**config.mk**
```make
export PLATFORM = sky130hd
export DESIGN_NAME = tdm_strobe_gen
export DESIGN_NICKNAME = d
export VERILOG_FILES = /design/src/rtl/tdm_strobe_pkg.sv /design/src/rtl/tsg_fp_monitor.sv /design/src/rtl/tsg_frame_timer.sv /design/src/rtl/tsg_strobe_out.sv /design/src/rtl/tdm_strobe_gen.sv
export SDC_FILE = /design/constraint.sdc
export NUM_CORES = 1
export LEC_CHECK = 0
export ABC_CLOCK_PERIOD_IN_PS = 2900
export CAP_MARGIN = 30
export CORE_MARGIN = 5
export CORE_UTILIZATION = 55
export CTS_CLUSTER_DIAMETER = 60
export CTS_CLUSTER_SIZE = 30
export DETAILED_ROUTE_END_ITERATION = 8
export DONT_BUFFER_PORTS = 1
export PLACE_DENSITY = 0.7
export RECOVER_POWER = 50
export SYNTH_ARGS = -nofsm -noshare
export SYNTH_HDL_FRONTEND = slang
export SYNTH_SLANG_ARGS = --single-unit
```
**constraint.sdc**
```tcl
create_clock -name mclk_i -period 2.9 [get_ports mclk_i]
set_input_delay 0.58 -clock mclk_i [delete_from_list [all_inputs] [get_ports mclk_i]]
set_output_delay 0.58 -clock mclk_i [all_outputs]
set_load 0.1 [all_outputs]
```
**src/rtl/tdm_strobe_pkg.sv**
```systemverilog
package tdm_strobe_pkg;

  // Link supervision state shared by the timer and the strobe decoder.
  typedef enum logic [1:0] {
    LNK_IDLE = 2'd0,  // never aligned since power-up
    LNK_RUN  = 2'd1,  // aligned, pulses arriving in time
    LNK_LOST = 2'd2   // a frame went by without a pulse
  } lnk_e;

endpackage

```
**src/rtl/tsg_fp_monitor.sv**
```systemverilog
// Samples the frame pulse, reports the alignment edge and a stuck-low pulse.
module tsg_fp_monitor #(
  parameter int STUCK_LIMIT = 2
) (
  input  logic clk_i,
  input  logic rst_n_i,
  input  logic fp_n_i,
  output logic frame_start_o,
  output logic stuck_o
);
  localparam int CNT_W = $clog2(STUCK_LIMIT + 1);

  logic             fp_prev_q;
  logic [CNT_W-1:0] low_cnt_q;
  logic             stuck_q;

  assign frame_start_o = fp_prev_q & ~fp_n_i;
  assign stuck_o       = stuck_q;

  always_ff @(posedge clk_i or negedge rst_n_i) begin
    if (!rst_n_i) begin
      fp_prev_q <= 1'b1;
      low_cnt_q <= '0;
      stuck_q   <= 1'b0;
    end else begin
      fp_prev_q <= fp_n_i;
      if (fp_n_i)
        low_cnt_q <= '0;
      else if (low_cnt_q != CNT_W'(STUCK_LIMIT))
        low_cnt_q <= low_cnt_q + 1'b1;
      // Stuck is declared on the sample after STUCK_LIMIT low samples;
      // only a fresh falling edge clears it.
      if (frame_start_o)
        stuck_q <= 1'b0;
      else if (!fp_n_i && low_cnt_q == CNT_W'(STUCK_LIMIT))
        stuck_q <= 1'b1;
    end
  end
endmodule

```
**src/rtl/tsg_frame_timer.sv**
```systemverilog
// Master-cycle position inside the frame, bit-clock phase and loss supervision.
module tsg_frame_timer
  import tdm_strobe_pkg::*;
#(
  parameter int BITS_PER_FRAME = 256,
  parameter int SLACK_CYCLES   = 512
) (
  input  logic                                  clk_i,
  input  logic                                  rst_n_i,
  input  logic                                  frame_start_i,
  output logic [$clog2(BITS_PER_FRAME)-1:0]     bit_o,
  output logic                                  phase_o,
  output logic                                  overrun_o,
  output lnk_e                                  link_o
);
  localparam int MCLK_PER_FRAME = 2 * BITS_PER_FRAME;
  localparam int POS_W          = $clog2(MCLK_PER_FRAME);
  localparam int IDLE_W         = $clog2(SLACK_CYCLES + 1);

  logic [POS_W-1:0]  pos_q;
  logic [IDLE_W-1:0] idle_q;
  logic              phase_q;
  lnk_e              link_q;

  assign bit_o     = pos_q[POS_W-1:1];
  assign phase_o   = phase_q;
  assign overrun_o = (idle_q != '0);
  assign link_o    = link_q;

  always_ff @(posedge clk_i or negedge rst_n_i) begin
    if (!rst_n_i) begin
      pos_q   <= '0;
      idle_q  <= '0;
      phase_q <= 1'b0;
      link_q  <= LNK_IDLE;
    end else if (frame_start_i) begin
      // A sampled pulse wins over the loss limit on the same edge.
      pos_q   <= '0;
      idle_q  <= '0;
      phase_q <= 1'b0;
      link_q  <= LNK_RUN;
    end else if (link_q != LNK_IDLE) begin
      phase_q <= ~phase_q;
      if (pos_q != POS_W'(MCLK_PER_FRAME - 1)) begin
        pos_q <= pos_q + 1'b1;
      end else if (idle_q != IDLE_W'(SLACK_CYCLES)) begin
        idle_q <= idle_q + 1'b1;
        if (idle_q == IDLE_W'(SLACK_CYCLES - 1))
          link_q <= LNK_LOST;
      end
    end
  end
endmodule

```
**src/rtl/tsg_strobe_out.sv**
```systemverilog
// Decodes the frame position into bit clock, end-of-frame and delayed pulse.
module tsg_strobe_out
  import tdm_strobe_pkg::*;
#(
  parameter int BITS_PER_FRAME = 256,
  parameter int DFP_DELAY      = 64   // legal range 1 .. BITS_PER_FRAME-1
) (
  input  logic                              clk_i,
  input  logic                              rst_n_i,
  input  lnk_e                              link_i,
  input  logic [$clog2(BITS_PER_FRAME)-1:0] bit_i,
  input  logic                              phase_i,
  input  logic                              overrun_i,
  input  logic                              stuck_i,
  output logic                              bclk_o,
  output logic                              eof_o,
  output logic                              dfp_n_o
);
  localparam int BIT_W   = $clog2(BITS_PER_FRAME);
  localparam int EOF_BIT = BITS_PER_FRAME - 1;
  localparam int DFP_BIT = DFP_DELAY - 1;

  logic armed_q;
  logic dfp_act;
  logic running;

  assign running = (link_i != LNK_IDLE);
  assign bclk_o  = running & ~stuck_i & ~phase_i;
  assign eof_o   = (link_i == LNK_RUN) & ~overrun_i & (bit_i == BIT_W'(EOF_BIT));
  assign dfp_act = (link_i == LNK_RUN) & ~overrun_i & armed_q &
                   (bit_i == BIT_W'(DFP_BIT));
  assign dfp_n_o = ~dfp_act;

  // Armed by an end-of-frame enable, spent by the delayed pulse.
  always_ff @(posedge clk_i or negedge rst_n_i) begin
    if (!rst_n_i)
      armed_q <= 1'b0;
    else if (link_i != LNK_RUN)
      armed_q <= 1'b0;
    else if (eof_o)
      armed_q <= 1'b1;
    else if (dfp_act && phase_i)
      armed_q <= 1'b0;
  end
endmodule

```
**src/rtl/tdm_strobe_gen.sv**
```systemverilog
module tdm_strobe_gen
  import tdm_strobe_pkg::*;
#(
  parameter int BITS_PER_FRAME = 256,
  parameter int DFP_DELAY      = 64,
  parameter int STUCK_LIMIT    = 2,
  parameter int SLACK_CYCLES   = 512
) (
  input  logic mclk_i,
  input  logic pwr_n_i,
  input  logic fp_n_i,
  output logic out_en_o,
  output logic bclk_o,
  output logic eof_o,
  output logic dfp_n_o
);
  localparam int BIT_W = $clog2(BITS_PER_FRAME);

  logic             frame_start;
  logic             stuck;
  logic [BIT_W-1:0] bit_idx;
  logic             phase;
  logic             overrun;
  lnk_e             link;

  // Pad drivers are released straight from the power-down pin.
  assign out_en_o = pwr_n_i;

  tsg_fp_monitor #(
    .STUCK_LIMIT(STUCK_LIMIT)
  ) mon_i (
    .clk_i         (mclk_i),
    .rst_n_i       (pwr_n_i),
    .fp_n_i        (fp_n_i),
    .frame_start_o (frame_start),
    .stuck_o       (stuck)
  );

  tsg_frame_timer #(
    .BITS_PER_FRAME(BITS_PER_FRAME),
    .SLACK_CYCLES  (SLACK_CYCLES)
  ) tmr_i (
    .clk_i         (mclk_i),
    .rst_n_i       (pwr_n_i),
    .frame_start_i (frame_start),
    .bit_o         (bit_idx),
    .phase_o       (phase),
    .overrun_o     (overrun),
    .link_o        (link)
  );

  tsg_strobe_out #(
    .BITS_PER_FRAME(BITS_PER_FRAME),
    .DFP_DELAY     (DFP_DELAY)
  ) out_i (
    .clk_i     (mclk_i),
    .rst_n_i   (pwr_n_i),
    .link_i    (link),
    .bit_i     (bit_idx),
    .phase_i   (phase),
    .overrun_i (overrun),
    .stuck_i   (stuck),
    .bclk_o    (bclk_o),
    .eof_o     (eof_o),
    .dfp_n_o   (dfp_n_o)
  );
endmodule

```
==> results.md <==
- Status: complete, no violations
- Final Cycle Share: 92.38%
- Die Span Y: 61.92 um
- Row count: 18
- Nets: 161
- Fin cells: 182
- WP data required: 2.32 ns
- Synth-to-layout area growth: 4.304%
- Largest net degree at the start of global routing: 27
- Die width: 61.92 um
- Initial Util: 58.78%
- Final worst setup slack: 0.2211 ns
- Vias in the first global route: 1083
- Crit start category: flip-flop
- Post-route ant nets: 0
- Synth area leader: dfrtp_1
- Hold Crit Class: primary input to asynchronous set/reset pin
- Syn Nets: 157
- Simple-Gate Fraction of Synth Area: 24.64%
- Max-Slew Margin vs Limit: 9.071%
- Minimum clock period: 2.679 ns
- Yosys warning total: 0
- Post-DP HPWL: 1.930 mm
- DR WL/cell: 15.04 um
- Async S/R FF share, synth: 100.0%
- Boundary pin count: 7
- Seq/Total Area, Yosys: 45.65%
- Post-layout util: 61.31%
- Worst r2r path cells: 8
- Routing usage on met1: 22.16%
- Combinational family with the most area after synthesis: simple AND/OR/NAND/NOR gates
- RSZ-0062 raised after global routing: false
- Synthesized flop and latch total: 27
- Maximum vdd drop: 0.3638 mV
- Final Hold Fails: 0
- Routed wire length: 2.737 mm
- Cell Pwr Density: 521.6 nW/um^2
- Cells after DPL: 176
- Max-slew violation count: 0
- Vias: 1042
- CTS Buf Count: 3
- GRT Max-Usage Layer: met2
- Largest cells by area after synthesis: dfrtp_1 44%, nor2_1 6.3%, xnor2_1 4.7%
- Gp weighted congestion: 0.8275
- Worst Setup EP: eof_o
- Synth Flop Type: dfrtp_1
- Vias per cell: 5.725
- Worst-Skew Late Latency: 0.33 ns
- Max FO, Critical Path: 4
- Syn Inst Count: 149
- DIE AREA: 3834 um^2
- Clock buffer depth: 2
- Max-cap check violation count: 0
- Diodes inserted: 0
- Reg2reg start: tmr_i.pos_q[1]
- Arr. time, crit path: 2.10 ns
- Synthesized-area fraction occupied by adder cells: 4.219%
- R2r endpoint: tmr_i.pos_q[7]
- Share of cells above drive strength 1: 12.50%
- Final setup viols: 0
- Top-count cell post-synth: dfrtp_1
- DRC: 0
- Critical path launch point: tmr_i.idle_q[1]
- Post-Syn Area: 1483 um^2
- Met2 Use GR: 28.85%
- Iteration-0 DRC Markers: 58
- Crit end category: output port
- Netlist cell types: 42
- Met3 Track Usage GR: 6.818%
- Total GRT Usage: 18.04%
- Static leakage: 0.6890 nW
- Clk root buf: clkbuf_4
- Count of input and output buffers: 0
- Filler cell count in the final layout: 224
- Worst R2R Setup Slack: 0.88 ns
- Post-CTS sizing: 0
- Setup TNS: 0 ns
- Post-synthesis compound-gate area fraction: 10.89%
- Post-synth EDFFs: 0
- First-pass GRT wire length: 4.926 mm
- Core area: 2522 um^2
- Syn Area/Cell: 9.951 um^2
- Drt first pass iters: 4
- Total power: 0.8066 mW
- Placement Setup Slack: 0.6232 ns
- Kind of critical path: flip-flop to output port
- CTS tree: built
- Post-synthesis xor/xnor area fraction: 8.861%
- Grt ovf: 0
- Mux share of post-synthesis cell area: 0.6751%
- H-tree depth: 1
- Setup Skew: 0.004783 ns
- Clock Sinks: 27
- Initial antenna violation count: 0
- Clock-pin slew on the worst setup and hold paths: 0.15 ns
- Synth top cells by count: 26 x dfrtp_1, 25 x nor2_1, 13 x nand2_1
- Slew @ Worst Pin: 1.364 ns
- Achievable Freq: 373.3 MHz
- Area share of the largest cell type after synthesis: 43.88%
report_power, final:
part           leakage [nW]  switching (mW)  internal [mW]
registers             0.359          0.0462          0.419
clock network        0.0183           0.118         0.0564
logic                 0.312           0.104         0.0629
total                 0.689           0.269          0.538
cell families after synthesis:
group,Yosys count
AND/OR/NAND/NOR,68
flip-flops,27
AO/OA/AOI/OAI,21
XOR/XNOR,15
buffers and inverters,12
adder cells (fa/ha/maj),5
multiplexers,1
worst min-delay path by stage:
stage | end | slack [ns] | startpoint | cells after the start
floorplan | mon_i.low_cnt_q[0] | 0.28 | pwr_n_i | 0
detailed placement | tmr_i.idle_q[4] | 0.29 | pwr_n_i | 0
global placement | tmr_i.idle_q[4] | 0.29 | pwr_n_i | 0
finish | mon_i.fp_prev_q | 0.06 | pwr_n_i | 0
global route | mon_i.fp_prev_q | 0.006 | pwr_n_i | 0
CTS | tmr_i.idle_q[1] | 0.03 | pwr_n_i | 1
state kept, by name (all words and copies together) (netlist names):
signal,flops
tmr_i.phase_o,1
mon_i.stuck_o,1
tmr_i.idle_q,10
out_i.armed_q,1
mon_i.low_cnt_q,2
mon_i.fp_prev_q,1
tmr_i.pos_q,9
tmr_i.link_o,2
routing by layer:
metal | up-vias | wire, um | part of all wire [%]
met5 | - | 0 | 0
met3 | 2 | 129 | 4.7
li1 | 516 | - | -
met4 | 0 | 25 | 0.91
met2 | 14 | 1352 | 49
met1 | 510 | 1230 | 45
final cells by class:
type                       instances  area [um^2]  share of cell area (%)
inverter                           6        22.52                   1.456
clock buffer                       3        22.52                   1.456
clock inverter                     1        8.758                  0.5663
multi-input combinational        110        742.0                   47.98
sequential                        27        676.9                   43.77
tap                               30        37.54                   2.427
timing repair buffer               5        36.28                   2.346
cells in the final DEF (no fill, tap or decap), types with 2 or more instances in the layout:
cell	instances
nand4_1	6
inv_1	6
nor3_2	2
buf_4	3
nand2_1	13
nor3_1	5
o21ai_0	4
clkbuf_4	3
xnor2_1	8
and3_1	2
dfrtp_1	26
a21oi_1	5
nand3_1	5
xor2_1	7
ha_1	5
nor2_1	25
worst max-delay path, cell delays in order, from the launching register on:
cell      delay, ns
dfrtp_1        0.45
inv_1          0.12
ha_1           0.16
nor4b_4        0.22
nand4b_1       0.19
nor3_2         0.18
and3_1         0.18
buf_4          0.28
repair_timing:
item | 4_1_cts | 5_1_grt
endpoints found under the hold margin | 26 | 16
hold buffers | 1 | 1
buffers inserted | 0 | 0
endpoints found under the setup margin | 0 | 0
metrics by stage:
step           hold slack [ns]  instance area, um^2
2_1_floorplan           0.2844                 1488
3_3_place_gp            0.2861                 1501
3_5_place_dp            0.2859                 1501
4_1_cts                0.02859                 1553
5_1_grt               0.006469                 1546
6_report               0.05885                 1546
No activity file was read; power rests on OpenSTA's default activity.
